==> config.mk <==
export PLATFORM = sky130hd
export DESIGN_NAME = nor_byte_reader
export DESIGN_NICKNAME = d
export VERILOG_FILES = /design/src/rtl/nor_rd_pkg.sv /design/src/rtl/nor_rd_regs.sv /design/src/rtl/nor_rd_plan.sv /design/src/rtl/nor_rd_seq.sv /design/src/rtl/nor_byte_reader.sv
export SDC_FILE = /design/constraint.sdc
export NUM_CORES = 1
export LEC_CHECK = 0
export CORE_MARGIN = 8
export CORE_UTILIZATION = 39
export DETAILED_ROUTE_END_ITERATION = 7
export DONT_BUFFER_PORTS = 1
export HOLD_SLACK_MARGIN = 0.1
export PLACE_DENSITY = 0.51
export RECOVER_POWER = 50
export SLEW_MARGIN = 20
export SYNTH_ARGS = -nofsm -noshare
export SYNTH_HDL_FRONTEND = slang
export SYNTH_HIERARCHICAL = 1
export SYNTH_SLANG_ARGS = --single-unit
export TNS_END_PERCENT = 20
==> constraint.sdc <==
create_clock -name clk -period 3.27 [get_ports clk]
set_clock_uncertainty 0.15 [all_clocks]
set_input_delay 0.327 -clock clk [delete_from_list [all_inputs] [get_ports clk]]
set_output_delay 0.327 -clock clk [all_outputs]
set_load 0.1 [all_outputs]
==> src/rtl/nor_rd_pkg.sv <==
package nor_rd_pkg;

  typedef enum logic [1:0] {
    LANE_X1 = 2'd0,
    LANE_X2 = 2'd1,
    LANE_X4 = 2'd2
  } lane_e;

  // register byte offsets
  localparam logic [7:0] OFS_CMD   = 8'h00;
  localparam logic [7:0] OFS_RDATA = 8'h04;
  localparam logic [7:0] OFS_ADR0  = 8'h08;
  localparam logic [7:0] OFS_OPC_A = 8'h14;
  localparam logic [7:0] OFS_OPC_Q = 8'h18;
  localparam logic [7:0] OFS_MODE  = 8'h1C;
  localparam logic [7:0] OFS_CFG   = 8'h20;
  localparam logic [7:0] OFS_ADR3  = 8'h30;

  localparam logic [7:0] CMD_START = 8'h81;

  // mode register bit positions
  localparam int MB_DUAL  = 0;
  localparam int MB_QUAD  = 2;
  localparam int MB_ADDR4 = 4;

  localparam int OPC_BITS  = 8;
  localparam int ADR_BYTES = 4;
  localparam int TX_W      = OPC_BITS + 8 * ADR_BYTES;
  localparam int TXC_W     = $clog2(TX_W + 1);

endpackage

==> src/rtl/nor_rd_regs.sv <==
module nor_rd_regs
  import nor_rd_pkg::*;
(
  input  logic        clk,
  input  logic        rst_n,
  input  logic        reg_we,
  input  logic [7:0]  reg_addr,
  input  logic [7:0]  reg_wdata,
  output logic [7:0]  reg_rdata,
  input  logic        xfer_done,
  input  logic [7:0]  rx_byte,
  output logic        start,
  output logic [31:0] addr,
  output logic [7:0]  opc_a,
  output logic [7:0]  opc_q,
  output logic        mode_dual,
  output logic        mode_quad,
  output logic        mode_a4,
  output logic        fast
);

  logic [7:0] cmd_q, rdata_q, mode_q, opa_q, opq_q;
  logic       fast_q;

  // address byte registers; the top byte lives at its own offset
  for (genvar gi = 0; gi < ADR_BYTES; gi++) begin : g_adr
    localparam logic [7:0] OFS = (gi == ADR_BYTES - 1) ? OFS_ADR3 : (OFS_ADR0 + 8'(4 * gi));
    logic [7:0] byte_q;
    always_ff @(posedge clk or negedge rst_n) begin
      if (!rst_n)                          byte_q <= '0;
      else if (reg_we && reg_addr == OFS)  byte_q <= reg_wdata;
    end
    assign addr[8*gi +: 8] = byte_q;
  end

  assign start = reg_we && (reg_addr == OFS_CMD) && (reg_wdata == CMD_START) && (cmd_q == 8'h00);

  always_ff @(posedge clk or negedge rst_n) begin
    if (!rst_n) begin
      cmd_q   <= '0;
      rdata_q <= '0;
      mode_q  <= '0;
      opa_q   <= '0;
      opq_q   <= '0;
      fast_q  <= 1'b0;
    end else begin
      if (xfer_done) begin
        cmd_q   <= 8'h00;
        rdata_q <= rx_byte;
      end else if (start) begin
        cmd_q   <= CMD_START;
      end
      if (reg_we) begin
        unique case (reg_addr)
          OFS_MODE:  mode_q <= reg_wdata;
          OFS_OPC_A: opa_q  <= reg_wdata;
          OFS_OPC_Q: opq_q  <= reg_wdata;
          OFS_CFG:   fast_q <= reg_wdata[0];
          default: ;
        endcase
      end
    end
  end

  always_comb begin
    unique case (reg_addr)
      OFS_CMD:            reg_rdata = cmd_q;
      OFS_RDATA:          reg_rdata = rdata_q;
      OFS_ADR0:           reg_rdata = addr[7:0];
      OFS_ADR0 + 8'd4:    reg_rdata = addr[15:8];
      OFS_ADR0 + 8'd8:    reg_rdata = addr[23:16];
      OFS_ADR3:           reg_rdata = addr[31:24];
      OFS_OPC_A:          reg_rdata = opa_q;
      OFS_OPC_Q:          reg_rdata = opq_q;
      OFS_MODE:           reg_rdata = mode_q;
      OFS_CFG:            reg_rdata = {7'd0, fast_q};
      default:            reg_rdata = 8'h00;
    endcase
  end

  assign opc_a     = opa_q;
  assign opc_q     = opq_q;
  assign mode_dual = mode_q[MB_DUAL];
  assign mode_quad = mode_q[MB_QUAD];
  assign mode_a4   = mode_q[MB_ADDR4];
  assign fast      = fast_q;

  // a start-code write while busy leaves the command value alone
  p_busy_hold_r11: assert property (@(posedge clk) disable iff (!rst_n)
    (reg_we && reg_addr == OFS_CMD && cmd_q != 8'h00 && !xfer_done) |=> (cmd_q == $past(cmd_q)));

  // an accepted start shows the start code in the command register
  p_start_load_r2: assert property (@(posedge clk) disable iff (!rst_n)
    start |=> (cmd_q == CMD_START));

  // completion returns the command register to zero
  p_done_clear_r2: assert property (@(posedge clk) disable iff (!rst_n)
    xfer_done |=> (cmd_q == 8'h00));

endmodule

==> src/rtl/nor_rd_plan.sv <==
module nor_rd_plan
  import nor_rd_pkg::*;
(
  input  logic             mode_dual,
  input  logic             mode_quad,
  input  logic             mode_a4,
  input  logic             fast,
  input  logic [7:0]       opc_a,
  input  logic [7:0]       opc_q,
  input  logic [31:0]      addr,
  output logic [TX_W-1:0]  tx_vec,
  output logic [TXC_W-1:0] tx_clks,
  output logic             dummy_on,
  output lane_e            lane,
  output logic [3:0]       data_clks
);

  logic [7:0] opcode;

  always_comb begin
    // quad wins over dual when both bits are set
    if (mode_quad)      lane = LANE_X4;
    else if (mode_dual) lane = LANE_X2;
    else                lane = LANE_X1;

    opcode   = mode_quad ? opc_q : opc_a;
    dummy_on = mode_quad || mode_dual || fast;

    if (mode_a4) begin
      tx_vec  = {opcode, addr};
      tx_clks = TXC_W'(OPC_BITS + 32);
    end else begin
      tx_vec  = {opcode, addr[23:0], 8'h00};
      tx_clks = TXC_W'(OPC_BITS + 24);
    end

    unique case (lane)
      LANE_X4: data_clks = 4'd2;
      LANE_X2: data_clks = 4'd4;
      default: data_clks = 4'd8;
    endcase
  end

endmodule

==> src/rtl/nor_rd_seq.sv <==
module nor_rd_seq
  import nor_rd_pkg::*;
#(
  parameter int DUMMY_CLKS = 8,
  parameter int GAP_CLKS   = 2
) (
  input  logic             clk,
  input  logic             rst_n,
  input  logic             start,
  input  logic [TX_W-1:0]  tx_vec,
  input  logic [TXC_W-1:0] tx_clks,
  input  logic             dummy_on,
  input  lane_e            lane,
  input  logic [3:0]       data_clks,
  input  logic [3:0]       io_in,
  output logic             sck,
  output logic             cs_n,
  output logic [3:0]       io_out,
  output logic [3:0]       io_oe,
  output logic             done,
  output logic [7:0]       rx_byte
);

  localparam int CNT_MAX = (TX_W > DUMMY_CLKS) ? ((TX_W > GAP_CLKS) ? TX_W : GAP_CLKS)
                                               : ((DUMMY_CLKS > GAP_CLKS) ? DUMMY_CLKS : GAP_CLKS);
  localparam int CNT_W   = $clog2(CNT_MAX + 1);

  typedef enum logic [2:0] {S_IDLE, S_TX, S_DUMMY, S_DATA, S_GAP} st_e;

  st_e              state;
  logic [TX_W-1:0]  tx_sr;
  logic [CNT_W-1:0] cnt, dclk_q;
  logic             ph, sck_q, cs_q, dummy_q;
  lane_e            lane_q;
  logic [7:0]       rx_sr, rx_next;

  always_comb begin
    unique case (lane_q)
      LANE_X4: rx_next = {rx_sr[3:0], io_in};
      LANE_X2: rx_next = {rx_sr[5:0], io_in[1:0]};
      default: rx_next = {rx_sr[6:0], io_in[1]};
    endcase
  end

  always_ff @(posedge clk or negedge rst_n) begin
    if (!rst_n) begin
      state   <= S_IDLE;
      tx_sr   <= '0;
      cnt     <= '0;
      dclk_q  <= '0;
      ph      <= 1'b0;
      sck_q   <= 1'b0;
      cs_q    <= 1'b1;
      dummy_q <= 1'b0;
      lane_q  <= LANE_X1;
      rx_sr   <= '0;
    end else begin
      unique case (state)
        S_IDLE: begin
          if (start) begin
            tx_sr   <= tx_vec;
            cnt     <= CNT_W'(tx_clks);
            dclk_q  <= CNT_W'(data_clks);
            dummy_q <= dummy_on;
            lane_q  <= lane;
            cs_q    <= 1'b0;
            ph      <= 1'b0;
            state   <= S_TX;
          end
        end
        S_TX, S_DUMMY, S_DATA: begin
          if (!ph) begin
            // rising SCK: the flash and this block both sample here
            sck_q <= 1'b1;
            ph    <= 1'b1;
            if (state == S_DATA) rx_sr <= rx_next;
          end else begin
            // falling SCK: the next output bit is set up while SCK is low
            sck_q <= 1'b0;
            ph    <= 1'b0;
            if (state == S_TX) tx_sr <= {tx_sr[TX_W-2:0], 1'b0};
            if (cnt == CNT_W'(1)) begin
              if (state == S_TX && dummy_q) begin
                state <= S_DUMMY;
                cnt   <= CNT_W'(DUMMY_CLKS);
              end else if (state == S_DATA) begin
                state <= S_GAP;
                cs_q  <= 1'b1;
                cnt   <= CNT_W'(GAP_CLKS);
              end else begin
                state <= S_DATA;
                cnt   <= dclk_q;
              end
            end else begin
              cnt <= cnt - CNT_W'(1);
            end
          end
        end
        S_GAP: begin
          if (cnt == CNT_W'(1)) state <= S_IDLE;
          else                  cnt   <= cnt - CNT_W'(1);
        end
        default: state <= S_IDLE;
      endcase
    end
  end

  assign done    = (state == S_GAP) && (cnt == CNT_W'(1));
  assign rx_byte = rx_sr;
  assign sck     = sck_q;
  assign cs_n    = cs_q;
  assign io_out  = {3'b000, tx_sr[TX_W-1]};
  assign io_oe   = (state == S_TX) ? 4'b0001 : 4'b0000;

  // SCK high lasts one system clock
  p_sck_half_r9: assert property (@(posedge clk) disable iff (!rst_n)
    sck |=> !sck);

  // outputs do not move while SCK is high
  p_io_stable_r9: assert property (@(posedge clk) disable iff (!rst_n)
    sck |-> $stable(io_out));

  // no SCK pulse outside chip select
  p_sck_idle_r10: assert property (@(posedge clk) disable iff (!rst_n)
    cs_n |-> !sck);

  // chip select has been high at least two clocks at completion
  p_gap_r10: assert property (@(posedge clk) disable iff (!rst_n)
    done |-> (cs_n && $past(cs_n)));

  initial begin
    if (GAP_CLKS < 2 || DUMMY_CLKS < 1) $error("nor_rd_seq: GAP_CLKS must be >= 2 and DUMMY_CLKS >= 1");
  end

endmodule

==> src/rtl/nor_byte_reader.sv <==
module nor_byte_reader
  import nor_rd_pkg::*;
#(
  parameter int DUMMY_CLKS = 8,
  parameter int GAP_CLKS   = 2
) (
  input  logic       clk,
  input  logic       rst_n,
  input  logic       reg_we,
  input  logic [7:0] reg_addr,
  input  logic [7:0] reg_wdata,
  output logic [7:0] reg_rdata,
  output logic       spi_sck,
  output logic       spi_cs_n,
  output logic [3:0] spi_io_out,
  output logic [3:0] spi_io_oe,
  input  logic [3:0] spi_io_in
);

  logic             start, done, dual, quad, a4, fast, dummy_on;
  logic [31:0]      addr;
  logic [7:0]       opc_a, opc_q, rx_byte;
  logic [TX_W-1:0]  tx_vec;
  logic [TXC_W-1:0] tx_clks;
  logic [3:0]       data_clks;
  lane_e            lane;

  nor_rd_regs u_regs (
    .clk(clk), .rst_n(rst_n), .reg_we(reg_we), .reg_addr(reg_addr),
    .reg_wdata(reg_wdata), .reg_rdata(reg_rdata), .xfer_done(done),
    .rx_byte(rx_byte), .start(start), .addr(addr), .opc_a(opc_a),
    .opc_q(opc_q), .mode_dual(dual), .mode_quad(quad), .mode_a4(a4), .fast(fast)
  );

  nor_rd_plan u_plan (
    .mode_dual(dual), .mode_quad(quad), .mode_a4(a4), .fast(fast),
    .opc_a(opc_a), .opc_q(opc_q), .addr(addr), .tx_vec(tx_vec),
    .tx_clks(tx_clks), .dummy_on(dummy_on), .lane(lane), .data_clks(data_clks)
  );

  nor_rd_seq #(.DUMMY_CLKS(DUMMY_CLKS), .GAP_CLKS(GAP_CLKS)) u_seq (
    .clk(clk), .rst_n(rst_n), .start(start), .tx_vec(tx_vec),
    .tx_clks(tx_clks), .dummy_on(dummy_on), .lane(lane), .data_clks(data_clks),
    .io_in(spi_io_in), .sck(spi_sck), .cs_n(spi_cs_n), .io_out(spi_io_out),
    .io_oe(spi_io_oe), .done(done), .rx_byte(rx_byte)
  );

  // IO0 is driven only inside chip select
  p_oe_in_cs_r10: assert property (@(posedge clk) disable iff (!rst_n)
    (spi_io_oe != 4'b0000) |-> !spi_cs_n);

endmodule

=== After elaboration in Yosys (flattened, before gate mapping) ===
Cells that the tools add are included.

* Register bits after elaboration: 140
* Latch bits: 0
* Memory bits (writable): 0
* ROM bits: 0
* Bits of input ports: 23
* Memories: 0

* Add/sub/neg operators: 1
* Multiply operators: 0
* Divide/modulo/power cells: 0
* Order comparisons: 0
* Equality and inequality tests: 27
* Shift-type cells: 0
* Mux-type cells: 37
* Bitwise operators: 1
* Reduce and logical (&&, ||, !) cells: 29

{| class="wikitable"
|+ Operator list
! kind !! number
|-
| $mux 40 || 3
|-
| $pmux 40 s2 || 1
|-
| $pmux 8 s10 || 1
|-
| $eq 8x5->1 const B || 4
|-
| $mux 32 || 1
|-
| $mux 6 || 5
|-
| $mux 8 || 3
|-
| $mux 3 || 6
|-
| $pmux 6 s3 || 1
|-
| $eq 8x4->1 const B || 2
|-
| $eq 8x6->1 const B || 2
|-
| $logic_not 8->1 || 2
|-
| $pmux 8 s2 || 1
|-
| $reduce_and 2->1 || 6
|-
| $reduce_and 4->1 || 3
|-
| $ne 2x1->1 const B || 5
|-
| $logic_and 1x1->1 || 9
|-
| $pmux 3 s3 || 1
|-
| $eq 8x3->1 const B || 1
|-
| $eq 8x8->1 const B || 1
|-
| $mux 1 || 8
|-
| $mux 4 || 2
|-
| $pmux 4 s2 || 1
|-
| $eq 3x2->1 const B || 2
|-
| 17 further kinds || 24
|}

=== Logic depth before layout (Yosys ltp) ===
* Word-level depth: 6
* Depth in mapped cells: 9
* Gate-level depth less buffers: 8

=== Modules after synthesis ===
The synthesis kept the hierarchy.

{| class="wikitable"
|+ By module, submodules not included
! module !! instances !! cells each !! area an instance (µm²) !! sequential area each (µm²)
|-
| nor_rd_seq || 1 || 358 || 3480.8 || 1677.9
|-
| nor_rd_regs || 1 || 226 || 3216.8 || 1651.6
|-
| nor_rd_plan || 1 || 59 || 548.0 || 0.0
|}

=== Worst setup path after synthesis ===
OpenSTA, ideal clock, no wires.

* Path kind: input -> output
* Start point: input port reg_addr[2]
* End point: output port reg_rdata[1]
* Arrival: 3330 ps
* Required time: 2793 ps
* Setup slack: -537 ps
* Stages: 7
* Path buffers: 3
* Cell sequence: buf_2 > buf_2 > buf_2 > nand3b_1 > a21oi_1 > a221oi_1 > o21ai_0

* Longest elaborated chain between the ends: 2
* Elaborated cells on any way between the ends: 11
* Classes of those cells: eq/ne: 9; mux: 1; reduce/logical: 1

{| class="wikitable"
|+ RTL lines
! element !! line !! source
|-
| start, declared || nor_byte_reader.sv:10 || <nowiki>input logic [7:0] reg_addr,</nowiki>
|-
| $eq 8x6->1, or another cell as far along || nor_rd_regs.sv:66 || <nowiki>unique case (reg_addr)</nowiki>
|-
| $pmux 8 s10 * || nor_rd_regs.sv:66 ||
|-
| end, declared || nor_byte_reader.sv:12 || <nowiki>output logic [7:0] reg_rdata,</nowiki>
|}

Mark *: on every way between the ends. The rest lies on a longest branch, timed or not.

=== Worst setup path in the final report ===
* Start point: input port reg_addr[5]
* End point: register u_seq.cnt[5]

* Longest elaborated chain between the ends: 6

{| class="wikitable"
|+ RTL lines
! element !! line !! source
|-
| $logic_not 8->1 || nor_rd_regs.sv:36 || <nowiki>assign start = reg_we && (reg_addr == OFS_CMD) && (reg_wdata == CMD_START) && (cmd_q == 8'h00);</nowiki>
|-
| $logic_and 1x1->1 (3 in a row) || nor_rd_regs.sv:36 ||
|-
| named net start || nor_byte_reader.sv:20 || <nowiki>logic start, done, dual, quad, a4, fast, dummy_on;</nowiki>
|-
| $ne 2x2->1 (no line) || n/a ||
|-
| $reduce_and 4->1 (no line) || n/a ||
|-
| end signal, assigned || nor_rd_seq.sv:62 || <nowiki>cnt <= CNT_W'(tx_clks);</nowiki>
|-
| end signal, assigned || nor_rd_seq.sv:85 || <nowiki>cnt <= CNT_W'(DUMMY_CLKS);</nowiki>
|-
| end signal, assigned || nor_rd_seq.sv:89 || <nowiki>cnt <= CNT_W'(GAP_CLKS);</nowiki>
|-
| end, declared || nor_rd_seq.sv:32 || <nowiki>logic [CNT_W-1:0] cnt, dclk_q;</nowiki>
|}

The timed path passes the listed nets, and every way through them passes these cells.
A chain may end at the register's enable or synchronous reset.

==> impl_metrics.csv <==
group,metric,value,unit
power_and_ir_drop,leakagePower,3.98,nW
clock_network,insertion_delay,0.42,ns
clock_network,cts_root_buffer,"clkbuf_16",
finish,drive_above_1_share,27.1,%
clock_network,htree_num_levels,4,
floorplanning,core,18500,um2
global_route,grt_overflow,0,
finish,syn2layout_area_growth,13.8,%
timing,worst_slew_pin_slew,0.919,ns
detailed_routing,drt-initial-drc-count,343,
finish,final_cell_mix,"dfrtp_1 (132), mux2_2 (98), nand2_1 (66)",
timing,max_freq,0.327,GHz
place,io_buffers,0,
place,placed_area,7430,um2
critical_path,rr_startpoint,"u_seq/state[2]$_DFFE_PN0P_",
place,gp_congestion,0.838,
finish,nFillCells,1698,
critical_path,cp.required,3.42,ns
timing,rsz0062_at_grt,"no",
synth,yosys_register_bits,133,
power_and_ir_drop,peakVddDrop,418,uV
run_status,status,"finished with violations",
clock_network,cts.path.max_buffers,2,
floorplanning,ios,41,
detailed_routing,drt-pass1-iter-count,4,
timing,setup_viol,0,
detailed_routing,vias,4938,
timing,fin_crit_sh,93.5,%
clock_network,cts_setup_buffers,0,
timing,slew_violations,0,
detailed_routing,drc,0,
place,hpwl,12.4,mm
synth,ys_async_sr_fraction,100,%
detailed_routing,drtAntennaViolNets,0,
critical_path,r2r_setup_slack,0.56,ns
finish,final_area,8250,um2
worst_hold_path,hp-class,"primary input to async pin",
synth,ys_types,69,
critical_path,worstPathMaxFanout,10,
synth,synthFlopType,"dfrtp_1",
timing,fin_crit,3.06,ns
critical_path,critPathKind,"primary input to flop",
flow_run,timing.max_cap.violations,0,
global_route,grt_max_degree,134,
global_route,grt_pass1_wl,28.6,mm
floorplanning,initial_core_util,39.3,%
synth,syn-cell-area,7250,um2
global_route,grt_pass1_vias,4923,
run_status,violations,"negative hold slack",
finish,finalNetCount,678,
critical_path,rr_worst_depth,5,
detailed_routing,drt_wl_total,18.1,mm
global_route,antenna_found_initial,0,
synth,synthCells,643,
synth,yosysWarnings,6,
clock_network,cts_buffers,17,
clock_network,clock_sinks,133,
critical_path,crit_arrival,3.21,ns
timing,slew_headroom,38.7,%
critical_path,reg2reg_to,"u_seq/tx_sr[31]$_DFFE_PN0P_",
synth,seq_area_frac_synth,46.0,%
floorplanning,die_x,152,um
timing,timing.hold.ws,-0.546,ns
clock_network,cts_tree,"yes",
power_and_ir_drop,p_per_area,489,nW/um2
detailed_routing,viasPerCell,5.49,
global_route,grt_use_total,15.8,%
clock_network,cts.clk_slew.worst_paths,0.06,ns
detailed_routing,wl_per_cell,20.1,um
critical_path,start_kind,"primary input",
finish,layout_commonest_cell,"dfrtp_1",
synth,syn_avg_cell_area,11.3,um2
clock_network,ctsHoldBuffers,16,
synth,synth-edff-count,0,
timing,hold_viol_final,133,
critical_path,end_kind,"flop",
floorplanning,fp.dieH,152,um
floorplanning,dieArea,23200,um2
floorplanning,num_rows,50,
## what timing repair did
item	4_1_cts	5_1_grt
endpoints found under the setup margin	0	4
resized for setup	0	1
hold endpoints to repair	193	133
## stage by stage
step | worst slack (ns) | total power [mW] | util (%) | TNS (ns) | std cells
floorplan | -0.328 | 1.91 | - | -0.512 | 652
global placement | 0.668 | 1.91 | 40.3 | 0 | 850
detailed placement | 0.600 | 1.92 | 40.3 | 0 | 850
CTS | 0.147 | 4.06 | 44.7 | 0 | 898
global route | 0.0514 | 4.17 | 44.7 | 0 | 898
finish | 0.213 | 4.03 | 44.7 | 0 | 900
## area by class of cell
cell class                      count  area (um2)  area share (%)
Inverter                            9        33.8           0.410
Timing Repair Buffer               32         300            3.64
Antenna cell                        2        5.00          0.0607
Sequential cell                   133        3330            40.4
Clock inverter                      9         173            2.09
Tap cell                          234         293            3.55
Clock buffer                       23         478            5.80
Multi-Input combinational cell    458        3630            44.1
## synthesized netlist by cell type (5+ instances only)
| library cell | instances | area (um2) |
|---|---|---|
| nor2b_1 | 6 | 37.5 |
| and2_1 | 8 | 50.1 |
| o21ai_0 | 63 | 315 |
| dfrtp_1 | 132 | 3300 |
| a21oi_1 | 13 | 65.1 |
| buf_2 | 10 | 50.1 |
| inv_1 | 8 | 30.0 |
| mux2_2 | 98 | 1100 |
| nor2_1 | 27 | 101 |
| mux2i_1 | 45 | 450 |
| mux4_2 | 7 | 158 |
| nand2_1 | 66 | 248 |
| clkbuf_1 | 16 | 60.1 |
| a22oi_1 | 11 | 82.6 |
| nand3b_1 | 5 | 37.5 |
| mux2_1 | 9 | 101 |
| buf_4 | 21 | 158 |
## flip-flops by register name, indices dropped and copies added, names as in the netlist, 6 cells and up
name                 count
u_regs/g_adr.byte_q     32
u_regs/mode_q            8
u_regs/opc_a             8
u_regs/opc_q             8
u_regs/rdata_q           8
u_seq/cnt                6
u_seq/rx_byte            8
u_seq/tx_sr             40
## cell families (layout without fill, tap and decap cells)
logic type,count (synthesis),after routing,synth area share (%)
mux,162,162,25.8
simple gates,152,152,11.6
flops,133,133,46.0
compound gates,126,126,10.9
buf+inv,61,73,4.73
fa+ha+maj,4,4,0.691
other cells,3,14,0.155
xor+xnor,2,2,0.242
## worst max path at each step
| stage | depth (start not counted) | end | start |
|---|---|---|---|
| 2_1_floorplan | 5 | reg_rdata[7] | reg_addr[2] |
| 3_3_place_gp | 5 | u_seq/tx_sr[31]$_DFFE_PN0P_ | u_seq/state[2]$_DFFE_PN0P_ |
| 3_5_place_dp | 8 | u_seq/cnt[5]$_DFFE_PN0P_ | reg_addr[4] |
| 4_1_cts | 9 | u_seq/cnt[5]$_DFFE_PN0P_ | reg_addr[5] |
| 5_1_grt | 9 | u_seq/cnt[5]$_DFFE_PN0P_ | reg_addr[5] |
| 6_report | 9 | u_seq/cnt[5]$_DFFE_PN0P_ | reg_addr[5] |
## metal layers
metal	part of all wire, %	wire, um	global-route usage (%)
met5	0	0	0
met4	1.2	220	5.28
met3	3.7	667	3.18
met2	49	8800	25.7
met1	46	8390	20.6
## critical path: stages
cell,delay [ns]
dlygate4sd3_1,0.58
nor3_4,0.31
dlygate4sd3_1,0.60
nand4_1,0.17
nor2_2,0.28
mux2i_1,0.17
o22ai_2,0.34
o21ai_1,0.12
a221o_1,0.30
## report_power, final
group	internal (mW)	switching, mW
sequential	1.68	0.0384
clock	1.41	0.700
combinational	0.0972	0.104
total	3.19	0.842
Note: power is estimated with default switching activity, not from simulation.
